### src/rtl/xlat_l1_pkg.sv
package xlat_l1_pkg;

    localparam int VA_W    = 32;
    localparam int PA_W    = 40;
    localparam int DESC_W  = 32;
    localparam int IDX_W   = 12;
    localparam int NB_W    = 22;

    // descriptor field positions the decoder depends on
    localparam int POS_B   = 2;
    localparam int POS_C   = 3;
    localparam int POS_XN  = 4;
    localparam int POS_DOM = 5;
    localparam int POS_AP  = 10;
    localparam int POS_TEX = 12;
    localparam int POS_AP2 = 15;
    localparam int POS_S   = 16;
    localparam int POS_NG  = 17;
    localparam int POS_SUP = 18;
    localparam int POS_NS  = 19;

    typedef enum logic [1:0] {
        ST_IDLE  = 2'd0,
        ST_FETCH = 2'd1,
        ST_WAIT  = 2'd2,
        ST_RESP  = 2'd3
    } walk_state_e;

    typedef enum logic [1:0] {
        KIND_FAULT   = 2'd0,
        KIND_SECTION = 2'd1,
        KIND_SUPER   = 2'd2,
        KIND_TABLE   = 2'd3
    } walk_kind_e;

    typedef struct packed {
        logic       bufferable;
        logic       cacheable;
        logic       exec_never;
        logic [3:0] domain;
        logic [2:0] perm;
        logic [2:0] memtype;
        logic       shareable;
        logic       not_global;
        logic       nonsecure;
    } walk_attr_t;

    typedef struct packed {
        walk_kind_e        kind;
        logic [PA_W-1:0]   paddr;
        logic [NB_W-1:0]   next_base;
        walk_attr_t        attr;
    } walk_result_t;

endpackage

### src/rtl/xlat_l1_addr.sv
module xlat_l1_addr
    import xlat_l1_pkg::*;
#(
    parameter int AW    = VA_W,
    parameter int IW    = IDX_W
) (
    input  logic [AW-1:0] base,
    input  logic [IW-1:0] index,
    output logic [AW-1:0] fetch_addr
);
    localparam int WORD_SHIFT = 2;

    logic [AW-1:0] offset;

    always_comb begin
        offset     = '0;
        offset[IW+WORD_SHIFT-1:WORD_SHIFT] = index;
        fetch_addr = base + offset;
    end

endmodule

### src/rtl/xlat_l1_decode.sv
module xlat_l1_decode
    import xlat_l1_pkg::*;
(
    input  logic [DESC_W-1:0] desc,
    input  logic [23:0]       va_low,
    output walk_result_t      res
);
    logic is_super;
    logic unused_desc_bit;

    assign is_super        = desc[POS_SUP];
    assign unused_desc_bit = desc[9];

    always_comb begin
        res = '0;
        unique case (desc[1:0])
            2'b01: begin
                res.kind      = KIND_TABLE;
                res.next_base = desc[DESC_W-1:DESC_W-NB_W];
            end
            2'b10: begin
                res.attr.bufferable = desc[POS_B];
                res.attr.cacheable  = desc[POS_C];
                res.attr.exec_never = desc[POS_XN];
                res.attr.perm       = {desc[POS_AP2], desc[POS_AP+1:POS_AP]};
                res.attr.memtype    = desc[POS_TEX+2:POS_TEX];
                res.attr.shareable  = desc[POS_S];
                res.attr.not_global = desc[POS_NG];
                res.attr.nonsecure  = desc[POS_NS];
                if (is_super) begin
                    res.kind        = KIND_SUPER;
                    res.attr.domain = 4'h0;
                    res.paddr       = {desc[POS_DOM+3:POS_DOM], desc[23:20],
                                       desc[31:24], va_low[23:0]};
                end else begin
                    res.kind        = KIND_SECTION;
                    res.attr.domain = desc[POS_DOM+3:POS_DOM];
                    res.paddr       = {8'h00, desc[31:20], va_low[19:0]};
                end
            end
            default: begin
                res = '0;
            end
        endcase
    end

endmodule

### src/rtl/xlat_l1_fsm.sv
module xlat_l1_fsm
    import xlat_l1_pkg::*;
#(
    parameter int AW = VA_W
) (
    input  logic          clk,
    input  logic          rst_n,
    input  logic          req_valid,
    output logic          req_ready,
    input  logic [AW-1:0] req_vaddr,
    input  logic [AW-1:0] tbl_base,
    output logic          mem_req,
    input  logic          mem_rvalid,
    input  walk_result_t  dec_res,
    output logic          rsp_valid,
    input  logic          rsp_ack,
    output walk_result_t  rsp_res,
    output logic [AW-1:0] lat_vaddr,
    output logic [AW-1:0] lat_base
);
    walk_state_e state_q, state_d;

    always_comb begin
        state_d = state_q;
        unique case (state_q)
            ST_IDLE:  if (req_valid)  state_d = ST_FETCH;
            ST_FETCH:                 state_d = ST_WAIT;
            ST_WAIT:  if (mem_rvalid) state_d = ST_RESP;
            ST_RESP:  if (rsp_ack)    state_d = ST_IDLE;
            default:                  state_d = ST_IDLE;
        endcase
    end

    always_ff @(posedge clk or negedge rst_n) begin
        if (!rst_n) state_q <= ST_IDLE;
        else        state_q <= state_d;
    end

    always_ff @(posedge clk or negedge rst_n) begin
        if (!rst_n) begin
            lat_vaddr <= '0;
            lat_base  <= '0;
            rsp_res   <= '0;
        end else begin
            if (state_q == ST_IDLE && req_valid) begin
                lat_vaddr <= req_vaddr;
                lat_base  <= tbl_base;
            end
            if (state_q == ST_WAIT && mem_rvalid) begin
                rsp_res <= dec_res;
            end
        end
    end

    always_comb begin
        req_ready = 1'b0;
        mem_req   = 1'b0;
        rsp_valid = 1'b0;
        unique case (state_q)
            ST_IDLE:  req_ready = 1'b1;
            ST_FETCH: mem_req   = 1'b1;
            ST_WAIT:  ;
            ST_RESP:  rsp_valid = 1'b1;
            default:  ;
        endcase
    end

    // a read strobe never lasts two cycles
    assert_single_strobe_R1: assert property (@(posedge clk) disable iff (!rst_n)
        mem_req |=> !mem_req);

    // walker leaves RESP only through an acknowledge
    assert_resp_exit_R9: assert property (@(posedge clk) disable iff (!rst_n)
        (state_q == ST_RESP && !rsp_ack) |=> state_q == ST_RESP);

endmodule

### src/rtl/xlat_l1_walker.sv
module xlat_l1_walker
    import xlat_l1_pkg::*;
(
    input  logic        clk,
    input  logic        rst_n,
    input  logic        req_valid,
    output logic        req_ready,
    input  logic [31:0] req_vaddr,
    input  logic [31:0] tbl_base,
    output logic        mem_req,
    output logic [31:0] mem_addr,
    input  logic [31:0] mem_rdata,
    input  logic        mem_rvalid,
    output logic        rsp_valid,
    input  logic        rsp_ack,
    output logic [1:0]  rsp_kind,
    output logic [39:0] rsp_paddr,
    output logic [21:0] rsp_next_base,
    output logic        rsp_bufferable,
    output logic        rsp_cacheable,
    output logic        rsp_exec_never,
    output logic [3:0]  rsp_domain,
    output logic [2:0]  rsp_perm,
    output logic [2:0]  rsp_memtype,
    output logic        rsp_shareable,
    output logic        rsp_not_global,
    output logic        rsp_nonsecure
);
    walk_result_t dec_res;
    walk_result_t hold_res;
    logic [VA_W-1:0] lat_vaddr;
    logic [VA_W-1:0] lat_base;

    xlat_l1_fsm #(.AW(VA_W)) u_fsm (
        .clk        (clk),
        .rst_n      (rst_n),
        .req_valid  (req_valid),
        .req_ready  (req_ready),
        .req_vaddr  (req_vaddr),
        .tbl_base   (tbl_base),
        .mem_req    (mem_req),
        .mem_rvalid (mem_rvalid),
        .dec_res    (dec_res),
        .rsp_valid  (rsp_valid),
        .rsp_ack    (rsp_ack),
        .rsp_res    (hold_res),
        .lat_vaddr  (lat_vaddr),
        .lat_base   (lat_base)
    );

    xlat_l1_addr #(.AW(VA_W), .IW(IDX_W)) u_addr (
        .base       (lat_base),
        .index      (lat_vaddr[VA_W-1:VA_W-IDX_W]),
        .fetch_addr (mem_addr)
    );

    xlat_l1_decode u_decode (
        .desc   (mem_rdata),
        .va_low (lat_vaddr[23:0]),
        .res    (dec_res)
    );

    assign rsp_kind       = hold_res.kind;
    assign rsp_paddr      = hold_res.paddr;
    assign rsp_next_base  = hold_res.next_base;
    assign rsp_bufferable = hold_res.attr.bufferable;
    assign rsp_cacheable  = hold_res.attr.cacheable;
    assign rsp_exec_never = hold_res.attr.exec_never;
    assign rsp_domain     = hold_res.attr.domain;
    assign rsp_perm       = hold_res.attr.perm;
    assign rsp_memtype    = hold_res.attr.memtype;
    assign rsp_shareable  = hold_res.attr.shareable;
    assign rsp_not_global = hold_res.attr.not_global;
    assign rsp_nonsecure  = hold_res.attr.nonsecure;

    // the handshake never accepts while work is outstanding
    assert_ready_only_idle_R8: assert property (@(posedge clk) disable iff (!rst_n)
        req_ready |-> (!rsp_valid && !mem_req));

    // result is frozen while unacknowledged
    assert_rsp_hold_R9: assert property (@(posedge clk) disable iff (!rst_n)
        (rsp_valid && !rsp_ack) |=> (rsp_valid && $stable(rsp_paddr)
                                     && $stable(rsp_kind) && $stable(rsp_next_base)));

    // faults never carry an address
    assert_fault_no_pa_R2: assert property (@(posedge clk) disable iff (!rst_n)
        (rsp_valid && rsp_kind == 2'd0) |-> (rsp_paddr == 40'h0 && rsp_next_base == 22'h0));

    // sections stay in the low 4 GB
    assert_section_high_zero_R3: assert property (@(posedge clk) disable iff (!rst_n)
        (rsp_valid && rsp_kind == 2'd1) |-> rsp_paddr[39:32] == 8'h00);

    // supersections report no domain
    assert_super_domain_R7: assert property (@(posedge clk) disable iff (!rst_n)
        (rsp_valid && rsp_kind == 2'd2) |-> rsp_domain == 4'h0);

    // table pointers carry no physical address
    assert_table_no_pa_R5: assert property (@(posedge clk) disable iff (!rst_n)
        (rsp_valid && rsp_kind == 2'd3) |-> rsp_paddr == 40'h0);

endmodule

### config.mk
export PLATFORM = sky130hd
export DESIGN_NAME = xlat_l1_walker
export DESIGN_NICKNAME = d
export VERILOG_FILES = /design/src/rtl/xlat_l1_pkg.sv /design/src/rtl/xlat_l1_addr.sv /design/src/rtl/xlat_l1_decode.sv /design/src/rtl/xlat_l1_fsm.sv /design/src/rtl/xlat_l1_walker.sv
export SDC_FILE = /design/constraint.sdc
export NUM_CORES = 1
export LEC_CHECK = 0
export BUFFER_PORTS_ARGS = -buffer_cell sky130_fd_sc_hd__buf_2
export CORE_UTILIZATION = 43
export DETAILED_ROUTE_END_ITERATION = 10
export GPL_ROUTABILITY_DRIVEN = 0
export PLACE_DENSITY = 0.77
export SYNTH_ARGS = -nofsm -noshare
export SYNTH_HDL_FRONTEND = slang
export SYNTH_SLANG_ARGS = --single-unit
### constraint.sdc
create_clock -name clk -period 2.5 [get_ports clk]
set_clock_uncertainty 0.1 [all_clocks]
set_input_delay 0.375 -clock clk [delete_from_list [all_inputs] [get_ports clk]]
set_output_delay 0.375 -clock clk [all_outputs]
set_load 0.01 [all_outputs]
Word-level counts from Yosys, hierarchy flattened
Cells that the tools add are included.
{"block": "word_totals", "ff_bits": 146, "input_bits": 101, "word_cells": 41}
{"block": "classes", "addsub": 1, "n_eq_ne": 8, "mux": 13, "reduce_logical": 4}
{"operator": "$mux 42", "count": 1}
{"operator": "$mux 40", "count": 1}
{"operator": "$add 32x14->32", "count": 1}
{"operator": "$mux 22", "count": 1}
{"operator": "$mux 16", "count": 1}
{"operator": "$pmux 2 s4", "count": 1}
{"operator": "$eq 2x2->1 const B", "count": 3}
{"operator": "$mux 2", "count": 3}
{"operator": "$ne 2x2->1 const B", "count": 3}
{"operator": "$eq 2x1->1 const B", "count": 2}
{"operator": "$mux 4", "count": 1}
{"operator": "$pmux 2 s2", "count": 1}
{"operator": "$mux 1", "count": 3}
{"operator": "$reduce_and 3->1", "count": 1}
{"operator": "$logic_and 1x1->1", "count": 2}
{"operator": "$logic_not 2->1", "count": 1}

Depth between registers and ports, before layout
Gate-level depths: netlist of run 1.
{"block": "logic_depth", "ltp_word": 3, "depth_mapped": 10, "depth_no_buf": 9}

Modules after synthesis
Synthesis of run 1 repeated with hierarchy kept, for this count alone.
{"block": "hier_totals", "cells_unflattened": 560, "hier_area_um2": 7074.3}
{"module": "xlat_l1_fsm", "n_inst": 1, "cells_per_inst": 321, "area_each_um2": 5477.8, "seq_area_each_um2": 3653.5}
{"module": "xlat_l1_addr", "n_inst": 1, "cells_per_inst": 139, "area_each_um2": 962.2, "seq_area_each_um2": 0.0}
{"module": "xlat_l1_decode", "n_inst": 1, "cells_per_inst": 100, "area_each_um2": 634.4, "seq_area_each_um2": 0.0}

Worst setup path after synthesis of run 1
No wires, ideal clock.
{"block": "synth_timing", "kind": "register to output", "start": "reg u_fsm.lat_vaddr[20]", "end": "out mem_addr[30]", "arrival_ns": 2.181, "t_required_ns": 2.025, "setup_slack_ns": -0.156, "stages_incl_launch_ff": 11, "n_path_buf": 1, "cell_sequence": "dfrtp_1 > ha_1 > inv_1 > fa_1 > nor2b_1 > o31a_1 > o31ai_1 > o21a_1 > buf_2 > nor4_1 > xor2_1"}
{"block": "synth_between", "elab_chain_cells": 1}
{"item": "start, declared", "line": "xlat_l1_fsm.sv:18", "source": "output logic [AW-1:0] lat_vaddr,"}
{"item": "start signal, assigned", "line": "xlat_l1_fsm.sv:46", "source": "lat_vaddr <= req_vaddr;"}
{"item": "$add 32x14->32", "line": "xlat_l1_addr.sv:18", "source": "fetch_addr = base + offset;"}
{"item": "end, declared", "line": "xlat_l1_walker.sv:11", "source": "output logic [31:0] mem_addr,"}
Every way passes these cells.

Final worst setup path of run 1
{"block": "layout_timing", "start": "reg u_fsm.lat_vaddr[21]", "end": "out mem_addr[29]"}
Same word-level chain as after synthesis.

==> results of run 1 <==
## area by class of cell
cell class                      count  area (µm²)
Tap cell                          188         235
Multi-Input combinational cell    424        3080
Timing Repair Buffer              253        1450
Fill cell                        1227        6080
Clock buffer                       19         453
Sequential cell                   146        3650
Inverter                           15        58.8
Clock inverter                     13         148
## registers in the layout, indices dropped and copies added (netlist names)
name and cells:
u_fsm.rsp_res 80, u_fsm.lat_base 32, u_fsm.lat_vaddr 32, u_fsm.state_q 2
## layer usage
metal,up-vias,wire (µm)
met5,-,0
met4,0,509
met3,37,804
met2,182,8820
met1,2737,7270
li1,2605,-
## kinds of logic (layout without fill, tap and decap cells)
logic type,Yosys count,in the layout,synth area share (%)
buffers and inverters,48,300,2.85
AOI/OAI and AO/OA,62,63,7.15
xor gates and xnor gates,25,25,3.30
DFF,146,146,55.1
adders and majority gates,19,19,3.70
and+or+nand+nor,249,249,16.4
muxes,68,68,11.5
## layout by cell type (no fill, tap or decap), types with 3 or more instances in the layout
master	count
a2111oi_4	3
a211oi_1	4
a21oi_1	8
a21oi_2	5
a22o_1	12
and3_1	4
buf_12	4
buf_2	213
buf_4	28
buf_6	7
clkbuf_16	17
clkinv_4	4
dfrtp_1	146
ha_1	13
ha_4	4
inv_1	13
inv_6	4
mux2_2	64
mux2i_1	4
nand2_1	145
nand2_2	3
nand3_1	69
nor2_1	6
nor4_4	3
o21ai_0	10
xnor2_1	9
xor2_1	16
## what timing repair did
action	4_1_cts	5_1_grt
setup endpoints to repair	24	25
hold buffers	1	0
resized for setup	30	16
cloned	1	0
buffers inserted	7	4
hold endpoints to repair	43	0
pin swaps	20	5
## power breakdown
| group | switching (W) | leakage [nW] | internal, W |
|---|---|---|---|
| combinational | 0.00356 | 2.63 | 0.00314 |
| clock | 0.00104 | 0.295 | 0.00154 |
| sequential | 0.000744 | 1.86 | 0.00346 |
| total | 0.00535 | 4.79 | 0.00814 |
## worst min path at each step
stage                                           end  slack, ns  cells past startpoint
finish               u_fsm.lat_base[16]$_DFFE_PN0P_       0.09                      2
global placement    u_fsm.lat_vaddr[25]$_DFFE_PN0P_       0.23                      1
floorplan             u_fsm.lat_base[0]$_DFFE_PN0P_      -0.02                      0
CTS                  u_fsm.lat_base[16]$_DFFE_PN0P_       0.07                      2
global route         u_fsm.lat_base[16]$_DFFE_PN0P_       0.07                      2
detailed placement  u_fsm.lat_vaddr[25]$_DFFE_PN0P_       0.23                      1
## through the flow
stage | power (W) | util [%] | setup WS [ns]
floorplan | 0.00769 | - | -0.0980
global placement | 0.00983 | 53.8 | -0.299
detailed placement | 0.0100 | 53.8 | -0.402
CTS | 0.0132 | 59.3 | -0.699
global route | 0.0144 | 59.9 | -0.816
finish | 0.0135 | 59.9 | -0.712
==> impl_results.md, run 1 <==
- Syn_nets: 737
- Worst skew pair latency: 0.41 ns
- Worst-path cell chain: ha_1, a21o_4, nand4_4, a2111oi_4, o211ai_4, a2111oi_4, xor2_1, buf_2
- Crit path max-delay family: compound AO/OA/AOI/OAI gates
- Worst vdd ir: 661 µV
- M2 GR Usage: 37.5%
- Critical Path Max Stage Delay: 0.42 ns
- Reg-to-reg slack, setup: 0.65 ns
- Leading cell types by count after synthesis: nand2_1 (148), dfrtp_1 (146), nand3_1 (69)
- RSZ-0062 raised after global routing: true
- Gr ovfl total: 0
- Met1 Resource Use GR: 28.5%
- # nets final: 977
- Num rows: 45
- Worst hold start: tbl_base[16]
- Most used cell, CP: a2111oi_4
- Clk slew on worst S/H paths: 0.06 ns
- Post-synthesis cell count: 617
- GRT Total Usage: 22.5%
- Max_slew headroom: 57.4%
- CP endpoint: mem_addr[29]
- N_diodes: 0
- DRT antenna net count: 0
- Share of cells above drive strength 1: 44.9%
- Post-synth EDFFs: 0
- Critical R2R Capture: u_fsm.rsp_res[45]$_DFFE_PN0P_
- Avg Synthesized Cell Area: 10.7 µm²
- Hold Crit Class: input pin to flip-flop
- GRT met3 Usage: 4.38%
- Initial Utilization: 43.8%
- Reg2Reg Depth: 6
- I/O pin total: 216
- Critical path data required time: 2.03 ns
- CTS tree: done
- Vias in the first global route: 5489
- Outcome: complete, but fails checks
- TritonRoute pass-1 iters: 5
- Yosys cell types: 44
- Routed len/inst: 16.4 µm
- Buffers added on ports: 214
- Yosys top cell by area: dfrtp_1
- Final hold vios: 0
- Largest net degree at the start of global routing: 65
- Failing checks: negative setup slack
- CP endpoint kind: output pin
- Slowest-stage cell, CP: a2111oi_4
- Startpoint Class: flip-flop
- Min Tclk post-route: 3.21 ns
- H-Tree Depth: 4
- Primary FF master, synth: dfrtp_1
- Fmax achieved: 0.311 GHz
- CTS Buf Count: 17
- Final Worst Setup Slack: -0.712 ns
- Die height: 126 µm
- Count leader, synth: nand2_1
- Die area: 15900 µm²
- Reg2reg start: u_fsm.state_q[0]$_DFFE_PN0P_
- Worst Tran Pin Value: 0.637 ns
- Final worst hold slack: 0.0864 ns
- Max Cap Viol: 0
- Synthesized area: 6630 µm²
- Syn-to-layout area delta: 36.8%
- Ranking of synthesized cells by area: dfrtp_1 (55%), mux2_2 (11%), nand2_1 (8.4%), nand3_1 (5.2%), ha_1 (3.4%)
- P per Cell Area: 1490 nW/µm²
- WP buf/inv: 1
- Drc violations: 0
- Initial drt markers: 297
- Clock Tree Buf Depth: 2
- Synth top area share: 55.1%
- Root Buffer: clkbuf_16
- Ys Warns: 0
- Static leakage: 4.79 nW
- Post-route clock period utilization: 128%
- Fin. max-slew vios: 0
- Initial antenna violation count: 0
- DP Area: 8150 µm²
- Final WL: 17.4 mm
- Kind of critical path: flip-flop to output pin
- WP data arrival: 2.74 ns
- Critical Path Start: u_fsm.lat_vaddr[21]$_DFFE_PN0P_
- Final HPWL DP: 12.0 mm
- CP Depth: 8
- Final instance area: 9070 µm²
- Post-synth ARST share: 100%
- Core ar.: 15100 µm²
- Yosys reg bits: 146
- CP max FO: 7
- Post-placement cell count: 1014
- Sequential share of the synthesized area: 55.1%
- Die width: 126 µm
- DR vias: 5561
- Setup TNS: -13.08 ns
- GR peak layer: met2
- First-pass GRT wire length: 28.1 mm
- CTS Sinks: 146
- Via density: 5.26
- Layout Cells excl Fill: 1058
- Setup violations, final: 25
No activity file was read; power rests on OpenSTA's default activity.
==> run 2: changes to the inputs <==
--- a/config.mk
+++ b/config.mk
@@ -9,7 +9,7 @@
 export CORE_UTILIZATION = 43
 export DETAILED_ROUTE_END_ITERATION = 10
 export GPL_ROUTABILITY_DRIVEN = 0
-export PLACE_DENSITY = 0.77
+export PLACE_DENSITY_LB_ADDON = 0.2
 export SYNTH_ARGS = -nofsm -noshare
 export SYNTH_HDL_FRONTEND = slang
 export SYNTH_SLANG_ARGS = --single-unit
==> run 2 against run 1 <==
  * Critical path type unchanged
  * Cell area up 1.3%
  * Setup slack worse by 0.035 ns
  * The run still ends with negative setup slack left
  * Cell count increased by 0.85%
  * Maximum frequency decreased by 1.1%
  * Routed wire length shrank 3.2%
  * Combinational power rose by 4.9%
==> impl_results.md, run 2 (synthesized netlist as in run 1, its figures left out) <==
- Clock Tree Buf Depth: 2 (unchanged)
- Static leakage: 4.82 nW (+0.77%)
- RSZ-0062 raised after global routing: true
- CP max FO: 7 (unchanged)
- Min Tclk post-route: 3.25 ns (+0.0346 ns)
- CTS Buf Count: 17 (unchanged)
- P per Cell Area: 1500 nW/µm² (+1.2%)
- DRT antenna net count: 0 (unchanged)
- Final HPWL DP: 11.9 mm (-0.27%)
- Worst vdd ir: 604 µV (-8.5%)
- Initial Utilization: 43.8% (unchanged)
- Largest registers: u_fsm.rsp_res (80), u_fsm.lat_base (32), u_fsm.lat_vaddr (32)
- Buffers added on ports: 214 (unchanged)
- I/O pin total: 216 (unchanged)
- Total power draw: 0.0138 W (+2.5%)
- Setup violations, final: 25 (unchanged)
- Critical path data required time: 2.03 ns (about the same)
- First-pass GRT wire length: 27.1 mm (-3.6%)
- Final worst hold slack: 0.0790 ns (-0.00746 ns)
- Commonest non-fill, non-tap cell in the layout: buf_2
- Final Worst Setup Slack: -0.747 ns (-0.0346 ns)
- Worst skew pair latency: 0.42 ns (about the same)
- Drc violations: 0 (unchanged)
- Max_slew headroom: 56.7% (-0.67 points)
- Share of cells above drive strength 1: 45.5% (+0.56 points)
- N_diodes: 0 (unchanged)
- Outcome: complete, but fails checks
- Clk slew on worst S/H paths: 0.06 ns (about the same)
- Via density: 5.16 (-1.9%)
- Syn-to-layout area delta: 38.5%
- Layout Cells excl Fill: 1067 (+0.85%)
- Reg2Reg Depth: 5 (-1)
- Routed len/inst: 15.8 µm (-4.0%)
- Reg2reg start: u_fsm.state_q[0]$_DFFE_PN0P_
- Hold Path End: u_fsm.lat_vaddr[5]$_DFFE_PN0P_
- # nets final: 986 (+0.92%)
- Hold Crit Class: input pin to flip-flop
- GRT Total Usage: 21.6% (-0.88 points)
- Post-route clock period utilization: 130% (+1.4 points)
- Core ar.: 15100 µm² (unchanged)
- Kind of critical path: flip-flop to output pin
- Die height: 126 µm (unchanged)
- Die area: 15900 µm² (unchanged)
- Num rows: 45 (unchanged)
- Worst Tran Pin Value: 0.649 ns (+0.0122 ns)
- Setup TNS: -13.79 ns (-0.717 ns)
- H-Tree Depth: 4 (unchanged)
- Largest net degree at the start of global routing: 83 (+28%)
- DR vias: 5503 (-1.0%)
- Worst hold start: req_vaddr[5]
- Gr ovfl total: 0 (unchanged)
- CP endpoint kind: output pin
- Leading cell types in the layout, fill and taps excluded: buf_2 (212), nand2_1 (146), dfrtp_1 (146), nand3_1 (69), mux2_2 (64)
- Failing checks: negative setup slack
- Final WL: 16.8 mm (-3.2%)
- Hold path cells: 2 (unchanged)
- Fin. max-slew vios: 0 (unchanged)
- Die width: 126 µm (unchanged)
- Critical R2R Capture: u_fsm.rsp_res[70]$_DFFE_PN0P_
- Reg-to-reg slack, setup: 0.55 ns (-0.10 ns)
- Critical Path Start: u_fsm.lat_vaddr[21]$_DFFE_PN0P_
- Fmax achieved: 0.308 GHz (-1.1%)
- Initial antenna violation count: 0 (unchanged)
- CTS Sinks: 146 (unchanged)
- CTS tree: done
- Root Buffer: clkbuf_16
- Core Util, Final: 60.6% (+0.77 points)
- TritonRoute pass-1 iters: 4 (-1)
- Post-placement cell count: 1018 (+0.39%)
- WP data arrival: 2.77 ns (+0.03 ns)
- Top reg by flops: u_fsm.rsp_res
- Max reg flops: 80 (unchanged)
- Final hold vios: 0 (unchanged)
- Max Cap Viol: 0 (unchanged)
- Initial drt markers: 244 (-18%)
- Vias in the first global route: 5617 (+2.3%)
- Startpoint Class: flip-flop
run 2: cell types whose count changed in the layout (fill, tap and decap cells not counted), moves of 2 or more:
| cell | change |
|---|---|
| buf_4 | +8 |
| o21ai_1 | +3 |
| a21oi_1 | -2 |
| a21oi_4 | +2 |
| buf_6 | +2 |
| clkbuf_8 | -2 |
| nor2_4 | +2 |
| o21ai_0 | -2 |
| o21ai_2 | -2 |
run 2: cell type report:
class	instances	area, µm²
Inverter	15	58.8
Multi-Input combinational cell	424	3110
Tap cell	188	235
Sequential cell	146	3650
Clock inverter	14	176
Clock buffer	18	429
Timing Repair Buffer	262	1520
Fill cell	1276	5960
run 2: how the worst max path moves through the flow:
stage,endpoint,slack [ns]
global route,mem_addr[27],-0.88
CTS,mem_addr[29],-0.71
detailed placement,mem_addr[24],-0.34
floorplan,mem_addr[24],-0.1
finish,mem_addr[27],-0.75
global placement,mem_addr[26],-0.29
run 2: timing repair:
item | CTS | global route
pin swaps | 21 | 12
setup endpoints to repair | 25 | 26
cloned | 1 | 0
buffers inserted | 10 | 8
resized for setup | 42 | 15
hold buffers | 1 | 0
endpoints found under the hold margin | 53 | 0
run 2: critical path, stage by stage (launching register included):
cell and delay (ns):
dfrtp_1 0.40, ha_1 0.29, a21o_2 0.16, nand4_4 0.13, a2111oi_4 0.30, buf_4 0.19
o211ai_4 0.15, a2111oi_4 0.36, xor2_1 0.22, buf_2 0.16
run 2: report_power, final:
group	switching [W]	internal, W
Combinational	0.00366	0.00337
Clock	0.00102	0.00158
Sequential	0.000734	0.00346
Total	0.00541	0.00841
run 2: per-stage QoR:
stage | setup WS [ns] | cell area [µm²]
2_1_floorplan | -0.0980 | 6710
3_3_place_gp | -0.286 | 8180
3_5_place_dp | -0.340 | 8180
4_1_cts | -0.708 | 9070
5_1_grt | -0.878 | 9190
6_report | -0.747 | 9190
run 2: routing by layer:
metal / wire length (µm) / vias to the layer above / track usage, % / part of all wire, %
met5: 0 / - / 0 / 0
met4: 269 / 0 / 8.08 / 1.6
met3: 908 / 27 / 5.56 / 5.4
met2: 8470 / 163 / 37.6 / 50
met1: 7200 / 2689 / 25.8 / 43
li1: - / 2624 / - / -
